## config.mk

```make
export PLATFORM = sky130hd
export DESIGN_NAME = wor_duty_timer
export DESIGN_NICKNAME = d
export VERILOG_FILES = /design/src/rtl/wor_pkg.sv /design/src/rtl/wor_sleep_reg.sv /design/src/rtl/wor_phase_ctrl.sv /design/src/rtl/wor_duty_timer.sv
export SDC_FILE = /design/constraint.sdc
export NUM_CORES = 1
export LEC_CHECK = 0
export BUFFER_PORTS_ARGS = -buffer_cell sky130_fd_sc_hd__buf_2
export CORE_MARGIN = 4
export CORE_UTILIZATION = 45
export DETAILED_ROUTE_END_ITERATION = 12
export PLACE_DENSITY = 0.65
export SYNTH_ARGS = -nofsm -noshare
export SYNTH_HDL_FRONTEND = slang
export SYNTH_HIERARCHICAL = 1
export SYNTH_SLANG_ARGS = --single-unit
```

## constraint.sdc

```tcl
create_clock -name clk -period 2 [get_ports clk]
set_input_delay 0.1 -clock clk [delete_from_list [all_inputs] [get_ports clk]]
set_output_delay 0.1 -clock clk [all_outputs]
set_load 0.02 [all_outputs]
```

## src/rtl/wor_pkg.sv

```systemverilog
package wor_pkg;
    typedef enum logic [1:0] {
        PH_IDLE   = 2'd0,
        PH_SLEEP  = 2'd1,
        PH_LISTEN = 2'd2,
        PH_HOLD   = 2'd3
    } phase_e;
endpackage

```

## src/rtl/wor_sleep_reg.sv

```systemverilog
module wor_sleep_reg #(
    parameter int SLP_W = 10,
    parameter int LO_W  = 8,
    localparam int HI_W = SLP_W - LO_W
) (
    input  logic             clk,
    input  logic             rst_n,
    input  logic             lo_we_i,
    input  logic [LO_W-1:0]  lo_i,
    input  logic             hi_we_i,
    input  logic [HI_W-1:0]  hi_i,
    output logic [SLP_W-1:0] slp_o
);
    logic [SLP_W-1:0] slp_d, slp_q;

    always_comb begin
        slp_d = slp_q;
        if (lo_we_i) slp_d[LO_W-1:0]     = lo_i;
        if (hi_we_i) slp_d[SLP_W-1:LO_W] = hi_i;
    end

    always_ff @(posedge clk) begin
        if (!rst_n) slp_q <= '0;
        else        slp_q <= slp_d;
    end

    assign slp_o = slp_q;


    hi_keeps_lo_chk: assert property (@(posedge clk) disable iff (!rst_n)
        (hi_we_i && !lo_we_i) |=> (slp_q[LO_W-1:0] == $past(slp_q[LO_W-1:0])));


    lo_keeps_hi_chk: assert property (@(posedge clk) disable iff (!rst_n)
        (lo_we_i && !hi_we_i) |=> (slp_q[SLP_W-1:LO_W] == $past(slp_q[SLP_W-1:LO_W])));
endmodule

```

## src/rtl/wor_phase_ctrl.sv

```systemverilog
module wor_phase_ctrl
    import wor_pkg::*;
#(
    parameter int ACT_W   = 6,
    parameter int SLP_W   = 10,
    parameter int PRE_DIV = 32,
    localparam int CNT_W  = (ACT_W > SLP_W) ? ACT_W : SLP_W,
    localparam int PRE_W  = $clog2(PRE_DIV)
) (
    input  logic             clk,
    input  logic             rst_n,
    input  logic             tick_i,
    input  logic             enable_i,
    input  logic [ACT_W-1:0] act_len_i,
    input  logic [SLP_W-1:0] slp_len_i,
    input  logic             pkt_valid_i,
    input  logic             wake_clr_i,
    output logic             phase_rx_o,
    output logic             rx_en_pulse_o,
    output logic             wake_irq_o
);
    localparam logic [PRE_W-1:0] PRE_MAX = PRE_W'(PRE_DIV - 1);

    typedef struct packed {
        phase_e           ph;
        logic [CNT_W-1:0] cnt;
        logic [PRE_W-1:0] pre;
        logic             pulse;
    } ctrl_t;

    ctrl_t r_d, r_q;

    always_comb begin
        r_d       = r_q;
        r_d.pulse = 1'b0;
        if (!enable_i) begin
            r_d.ph  = PH_IDLE;
            r_d.cnt = '0;
            r_d.pre = '0;
        end else begin
            unique case (r_q.ph)
                PH_IDLE: begin
                    r_d.ph  = PH_SLEEP;
                    r_d.cnt = CNT_W'(slp_len_i);
                    r_d.pre = PRE_MAX;
                end
                PH_SLEEP: begin
                    if (tick_i) begin
                        if (r_q.pre != '0) begin
                            r_d.pre = r_q.pre - 1'b1;
                        end else if (r_q.cnt != '0) begin
                            r_d.cnt = r_q.cnt - 1'b1;
                            r_d.pre = PRE_MAX;
                        end else begin
                            r_d.ph    = PH_LISTEN;
                            r_d.cnt   = CNT_W'(act_len_i);
                            r_d.pulse = 1'b1;
                        end
                    end
                end
                PH_LISTEN: begin
                    if (pkt_valid_i) begin
                        r_d.ph  = PH_HOLD;
                        r_d.cnt = '0;
                    end else if (tick_i) begin
                        if (r_q.cnt != '0) begin
                            r_d.cnt = r_q.cnt - 1'b1;
                        end else begin
                            r_d.ph  = PH_SLEEP;
                            r_d.cnt = CNT_W'(slp_len_i);
                            r_d.pre = PRE_MAX;
                        end
                    end
                end
                PH_HOLD: begin
                    if (wake_clr_i) begin
                        r_d.ph  = PH_SLEEP;
                        r_d.cnt = CNT_W'(slp_len_i);
                        r_d.pre = PRE_MAX;
                    end
                end
                default: r_d.ph = PH_IDLE;
            endcase
        end
    end

    always_ff @(posedge clk) begin
        if (!rst_n) begin
            r_q.ph    <= PH_IDLE;
            r_q.cnt   <= '0;
            r_q.pre   <= '0;
            r_q.pulse <= 1'b0;
        end else begin
            r_q <= r_d;
        end
    end

    assign phase_rx_o    = (r_q.ph == PH_LISTEN) || (r_q.ph == PH_HOLD);
    assign wake_irq_o    = (r_q.ph == PH_HOLD);
    assign rx_en_pulse_o = r_q.pulse;


    rx_pulse_entry_chk: assert property (@(posedge clk) disable iff (!rst_n)
        rx_en_pulse_o |-> ((r_q.ph == PH_LISTEN) && ($past(r_q.ph) == PH_SLEEP)));


    disable_idle_chk: assert property (@(posedge clk) disable iff (!rst_n)
        !enable_i |=> ((r_q.ph == PH_IDLE) && (r_q.cnt == '0) && !wake_irq_o));


    wake_hold_chk: assert property (@(posedge clk) disable iff (!rst_n)
        ((r_q.ph == PH_HOLD) && enable_i && !wake_clr_i) |=> wake_irq_o && phase_rx_o);


    sleep_count_hold_chk: assert property (@(posedge clk) disable iff (!rst_n)
        ((r_q.ph == PH_SLEEP) && enable_i && !tick_i) |=> ($stable(r_q.pre) && $stable(r_q.cnt)));


    sleep_pkt_ignored_chk: assert property (@(posedge clk) disable iff (!rst_n)
        (r_q.ph == PH_SLEEP) |=> !wake_irq_o);
endmodule

```

## src/rtl/wor_duty_timer.sv

```systemverilog
module wor_duty_timer #(
    parameter int ACT_W   = 6,
    parameter int SLP_W   = 10,
    parameter int LO_W    = 8,
    parameter int PRE_DIV = 32,
    localparam int HI_W   = SLP_W - LO_W
) (
    input  logic             clk,
    input  logic             rst_n,
    input  logic             slow_tick_i,
    input  logic             enable_i,
    input  logic [ACT_W-1:0] act_len_i,
    input  logic             slp_lo_we_i,
    input  logic [LO_W-1:0]  slp_lo_i,
    input  logic             slp_hi_we_i,
    input  logic [HI_W-1:0]  slp_hi_i,
    input  logic             pkt_valid_i,
    input  logic             wake_clr_i,
    output logic             phase_rx_o,
    output logic             rx_en_pulse_o,
    output logic             wake_irq_o
);
    logic [SLP_W-1:0] slp_len;

    wor_sleep_reg #(.SLP_W(SLP_W), .LO_W(LO_W)) i_slp_reg (
        .clk     (clk),
        .rst_n   (rst_n),
        .lo_we_i (slp_lo_we_i),
        .lo_i    (slp_lo_i),
        .hi_we_i (slp_hi_we_i),
        .hi_i    (slp_hi_i),
        .slp_o   (slp_len)
    );

    wor_phase_ctrl #(.ACT_W(ACT_W), .SLP_W(SLP_W), .PRE_DIV(PRE_DIV)) i_ctrl (
        .clk           (clk),
        .rst_n         (rst_n),
        .tick_i        (slow_tick_i),
        .enable_i      (enable_i),
        .act_len_i     (act_len_i),
        .slp_len_i     (slp_len),
        .pkt_valid_i   (pkt_valid_i),
        .wake_clr_i    (wake_clr_i),
        .phase_rx_o    (phase_rx_o),
        .rx_en_pulse_o (rx_en_pulse_o),
        .wake_irq_o    (wake_irq_o)
    );
endmodule

```

### Word-level counts from Yosys, hierarchy flattened

Cells that the tools add are included.

* flip-flop bits (word level): 28
* bits in latches: 0
* bits in writable memories: 0
* memory bits (read-only): 0
* input bits: 24
* output and inout port bits: 3
* word-level logic and storage cells: 50
* memories: 0

* $add $sub $neg: 2
* multipliers: 0
* divide/modulo/power cells: 0
* magnitude comparators: 0
* eq/ne operators: 13
* shifts and indexed selects: 0
* mux-type cells: 16
* bitwise operators: 4
* reduce and logical (&&, ||, !) cells: 9

Operators with widths (number)
* $pmux 17 s4: 1
* $mux 17: 2
* $mux 12: 2
* $mux 10: 2
* $mux 5: 4
* $mux 18: 1
* $ne 2x2->1 const B: 7
* $reduce_and 6->1: 2
* $reduce_bool 10->1: 1
* $sub 10x1->10 const B: 1
* $ne 3x3->1 const B: 2
* $reduce_bool 5->1: 1
* $reduce_or 5->1: 1
* $sub 5x1->5 const B: 1
* $eq 2x2->1 const B: 2
* $mux 2: 2
* $not 1->1: 4
* $reduce_and 4->1: 1
* $ne 3x1->1 const B: 1
* $eq 2x1->1 const B: 1
* $logic_not 2->1: 1
* $mux 1: 2
* $reduce_and 2->1: 1
* $logic_or 1x1->1: 1

### Depth between registers and ports, before layout

* depth after elaboration: 5
* gate-level depth with buffers: 8
* gate-level depth less buffers: 7

### Cells and area by module

Netlist, hierarchy kept.

Modules (own cells, without submodules)
* wor_phase_ctrl: instances 1, cells each 184, area an instance 1386.3 sq um, sequential area each 360.3 sq um
* wor_sleep_reg: instances 1, cells each 31, area an instance 374.1 sq um, sequential area each 200.2 sq um

### Worst setup path after synthesis

Ideal clock, no wire load.

* path kind: reg2reg
* start point: reg i_ctrl/r_q[6] (netlist name)
* end point: reg i_ctrl/r_q[12] (netlist name)
* library setup time: 70 ps
* arrival time: 2017 ps
* required time: 1930 ps
* slack: -86 ps
* stages on the path, launching flop included: 9
* path buffers: 1
* period minus slack after synthesis: 2086 ps
* path through: dfxtp_1 -> inv_1 -> ha_1 -> or4b_1 -> buf_6 -> or3_4 -> a2111oi_2 -> nor2_1 -> a21oi_1

* longest elaborated chain between the ends: 5
* elaborated cells between the ends (all ways): 9
* those cells by class: 1 x add/sub; 7 x mux; 1 x reduce/logical

Ends and longest elaborated chain
* start: declaration: RTL line wor_phase_ctrl.sv:31 `ctrl_t r_d, r_q;`
* start signal: assignment: RTL line wor_phase_ctrl.sv:94 `r_q <= r_d;`
* $sub 10x1->10 / $reduce_bool 10->1 (equally long branches)
* $mux 10 (on tied branches): RTL line wor_phase_ctrl.sv:66, wor_phase_ctrl.sv:51
* $mux 17 / $mux 12 (equally long branches): RTL line wor_phase_ctrl.sv:65, wor_phase_ctrl.sv:49
* $mux 12 / $mux 18 (equally long branches): RTL line wor_phase_ctrl.sv:62, wor_phase_ctrl.sv:48
* $pmux 17 s4 (*): RTL line wor_phase_ctrl.sv:41 `unique case (r_q.ph)`

Every way passes the cells marked *; elsewhere a longest branch is shown, timed or not. The select of a mux whose other input is x is not followed.
A chain may end at the register's enable or synchronous reset.

### Final worst setup path

* start point: reg i_ctrl/r_q[7] (netlist name)
* end point: reg i_ctrl/r_q[6] (netlist name)

* longest elaborated chain between the ends: 5
* elaborated cells between the ends (all ways): 8
* those cells by class: 7 x mux; 1 x reduce/logical

Ends and longest elaborated chain (RTL line)
* $reduce_bool 10->1 (*): wor_phase_ctrl.sv:51, wor_phase_ctrl.sv:66
* $mux 10 (on tied branches): wor_phase_ctrl.sv:66, wor_phase_ctrl.sv:51
* $mux 17 / $mux 12 (equally long branches): wor_phase_ctrl.sv:65, wor_phase_ctrl.sv:49
* $mux 12 / $mux 18 (equally long branches): wor_phase_ctrl.sv:62, wor_phase_ctrl.sv:48
* $pmux 17 s4 (*): wor_phase_ctrl.sv:41

Marked as above.

==> flow_summary.toml <==
[yosys]
synthMuxAreaShare_pct = 6.823
synth_cells = 215
yosys_warnings = 6
synth.distinct_cells = 48
synth_edf_count = 0
avgSynthCellArea_um2 = 8.188
synth_area_um2 = 1760
synth_xor_area_share_pct = 0.9950
synth_top_family_by_area = "compound AO/OA/AOI/OAI gates"
ys_ff_latch = 28
ys.flop_type = "dfxtp_1"
syn_nets = 245
synth_compound_area_share_pct = 26.01
synth_top_cell_area_share_pct = 31.84
synth_simple_gate_area_share_pct = 24.31
synth.top_cells.by_area = "dfxtp_1, mux2i_1, a21oi_1"
synthArstFlopShare_pct = 0
synthAdderAreaFrac_pct = 4.264
synth_area_leader_cell = "dfxtp_1"
yosysSeqAreaShare_pct = 31.84

[final_layout]
finalInstanceArea_um2 = 2400
most-common-layout-cells = "buf_4, buf_2, dfxtp_1, a21oi_1"
nNetsFinal = 305
fill_cells = 340
layout_commonest_cell = "buf_4"
seqCellArea_um2 = 565.5
fin_util_pct = 64.58
post_route_cells_drive_above_1_share_pct = 37.00
syn_to_final_growth_pct = 36.32
multiInputGateArea_um2 = 1237
diodes = 0
instances_no_fill = 321

[floorplanning]
start_util_pct = 47.37
num_rows = 22
die_h_um = 70.55
die_area_um2 = 4977
fp.dieW_um = 70.55
placeableCoreArea_um2 = 3716
io_pins = 27

[sta]
worst_slew_pin_slew_ps = 472.5
maxSlewHeadroom_pct = 68.42
tns_ps = -200.1
clock.fmax_ghz = 0.4813
slew_viol_final = 0
fin_crit_ps = 2078
period_share_pct = 103.9
hold_viol = 0
setup_slack_ps = -77.52
hold-worst-slack_ps = 79.21
skew_ps = 6.481
setup_viol = 5
rsz0062_at_grt = "yes"

[placement]
port_buffers = 26
placed_cell_area_um2 = 2205
routabilityCongestion = 0.8433
dpl.cell_count = 314
hpwl_um = 3552
pre_cts_ws_ps = -148.5

[cts]
tritoncts = "yes"
postCtsHoldBufs = 0
clkTransAtPathRegs_ps = 100
cts_sinks = 28
htreeDepth = 1
numCtsBuffers = 3
insertion_delay_ps = 270
cts_root_buf = "clkbuf_8"
clockBufferDepth = 2

[worst_setup_path]
arrival_ps = 2270
reg2reg_to = "i_ctrl/r_q[6]"
required_ps = 2190
rr_worst_depth = 8
cp_max_fo = 5
r2r_slack_ps = -80
r2r-start = "i_ctrl/r_q[7]"
path_class = "reg -> reg"
critPathLaunchType = "flop"
cp-end-kind = "flop"

[power_and_ir_drop]
total_power_mw = 1.544
power.density_nw_per_um2 = 643.5
p_leak_nw = 1.002
ir_drop_uv = 388.6

[grt]
first_global_vias = 1762
antenna_found_initial = 0
grt_pass1_wl_um = 8266
grt_usage_pct = 19.83
grt_max_degree = 15
grt-ovfl-total = 0

[worst_hold_path]
min_to = "i_slp_reg/slp_o[5]"
hold_depth = 3
min-delay-start = "slp_lo_i[5]"
hold_class = "in -> reg"

[drt]
drc_errors = 0
drt-wirelength-per-cell_um = 15.04
postRouteWirelength_um = 4828
drt_iter0_markers = 157
first_pass_iters = 4
ant_nets = 0
vias = 1836
vias_per_cell = 5.720

[status]
violations = "setup timing"
status = "finished with violations"

[run]
cap_violations = 0
timing repair:
action | CTS | global route
gates cloned | 0 | 0
buffers inserted | 1 | 3
setup endpoints to repair | 11 | 16
pin swaps | 5 | 8
resized for setup | 8 | 21
how the worst max path moves through the flow:
stage / slack (ps) / start / cells past startpoint / end
6_report: -80 / i_ctrl/r_q[7] / 8 / i_ctrl/r_q[6]
3_5_place_dp: -150 / i_ctrl/r_q[1] / 7 / i_ctrl/r_q[6]
5_1_grt: -180 / i_ctrl/r_q[7] / 8 / i_ctrl/r_q[6]
4_1_cts: -60 / i_ctrl/r_q[7] / 8 / i_ctrl/r_q[6]
3_3_place_gp: -80 / i_ctrl/r_q[1] / 7 / i_ctrl/r_q[6]
2_1_floorplan: -40 / i_ctrl/r_q[6] / 8 / i_ctrl/r_q[6]
Yosys cell counts, types with 3 or more instances:
cell,n
dfxtp_1,28
a21oi_1,18
o21ai_0,16
nor2_1,14
nand2_1,13
mux2i_1,12
inv_1,11
nor2b_1,11
clkbuf_1,6
ha_1,6
nor3_1,6
a211oi_1,5
nand3_1,5
o22ai_1,5
a31oi_1,4
nor4_1,4
and2_1,3
buf_2,3
nand2b_1,3
or3_1,3
cells by family (layout without fill, tap and decap cells):
| group | count (synthesis) | count (layout) |
|---|---|---|
| compound gates | 70 | 70 |
| buf+inv | 22 | 80 |
| flops | 28 | 28 |
| mux | 12 | 12 |
| fa+ha+maj | 6 | 6 |
| simple gates | 75 | 75 |
| xor+xnor | 2 | 2 |
critical path: stages (launching register included):
cell	delay (ps)
dfxtp_2	330
inv_2	60
ha_4	120
or4b_4	500
buf_12	160
nor3_4	240
nor2_1	90
a221o_1	320
a211oi_2	170
routing by layer:
layer | part of all wire (%) | global-route usage, %
met4 | 0.99 | 5.219
met2 | 48 | 31.08
met5 | 0 | 0
met3 | 5.1 | 2.415
met1 | 46 | 28.93
sequential cells by signal, summed over array words and instances (netlist names):
register / count
i_ctrl/r_q: 17
i_ctrl/rx_en_pulse_o: 1
i_slp_reg/slp_o: 10
report_power, final:
part           switching, mW  internal, mW
Clock                  0.173         0.135
Sequential            0.0252         0.593
Combinational          0.306         0.312
layout make-up:
cell class	count	area share, %
Multi-Input combinational cell	165	51.56
Tap cell	48	2.503
Inverter	11	1.721
Clock buffer	3	1.721
Timing Repair Buffer	66	18.93
Sequential cell	28	23.57
Power figures use the tool's default switching activity.
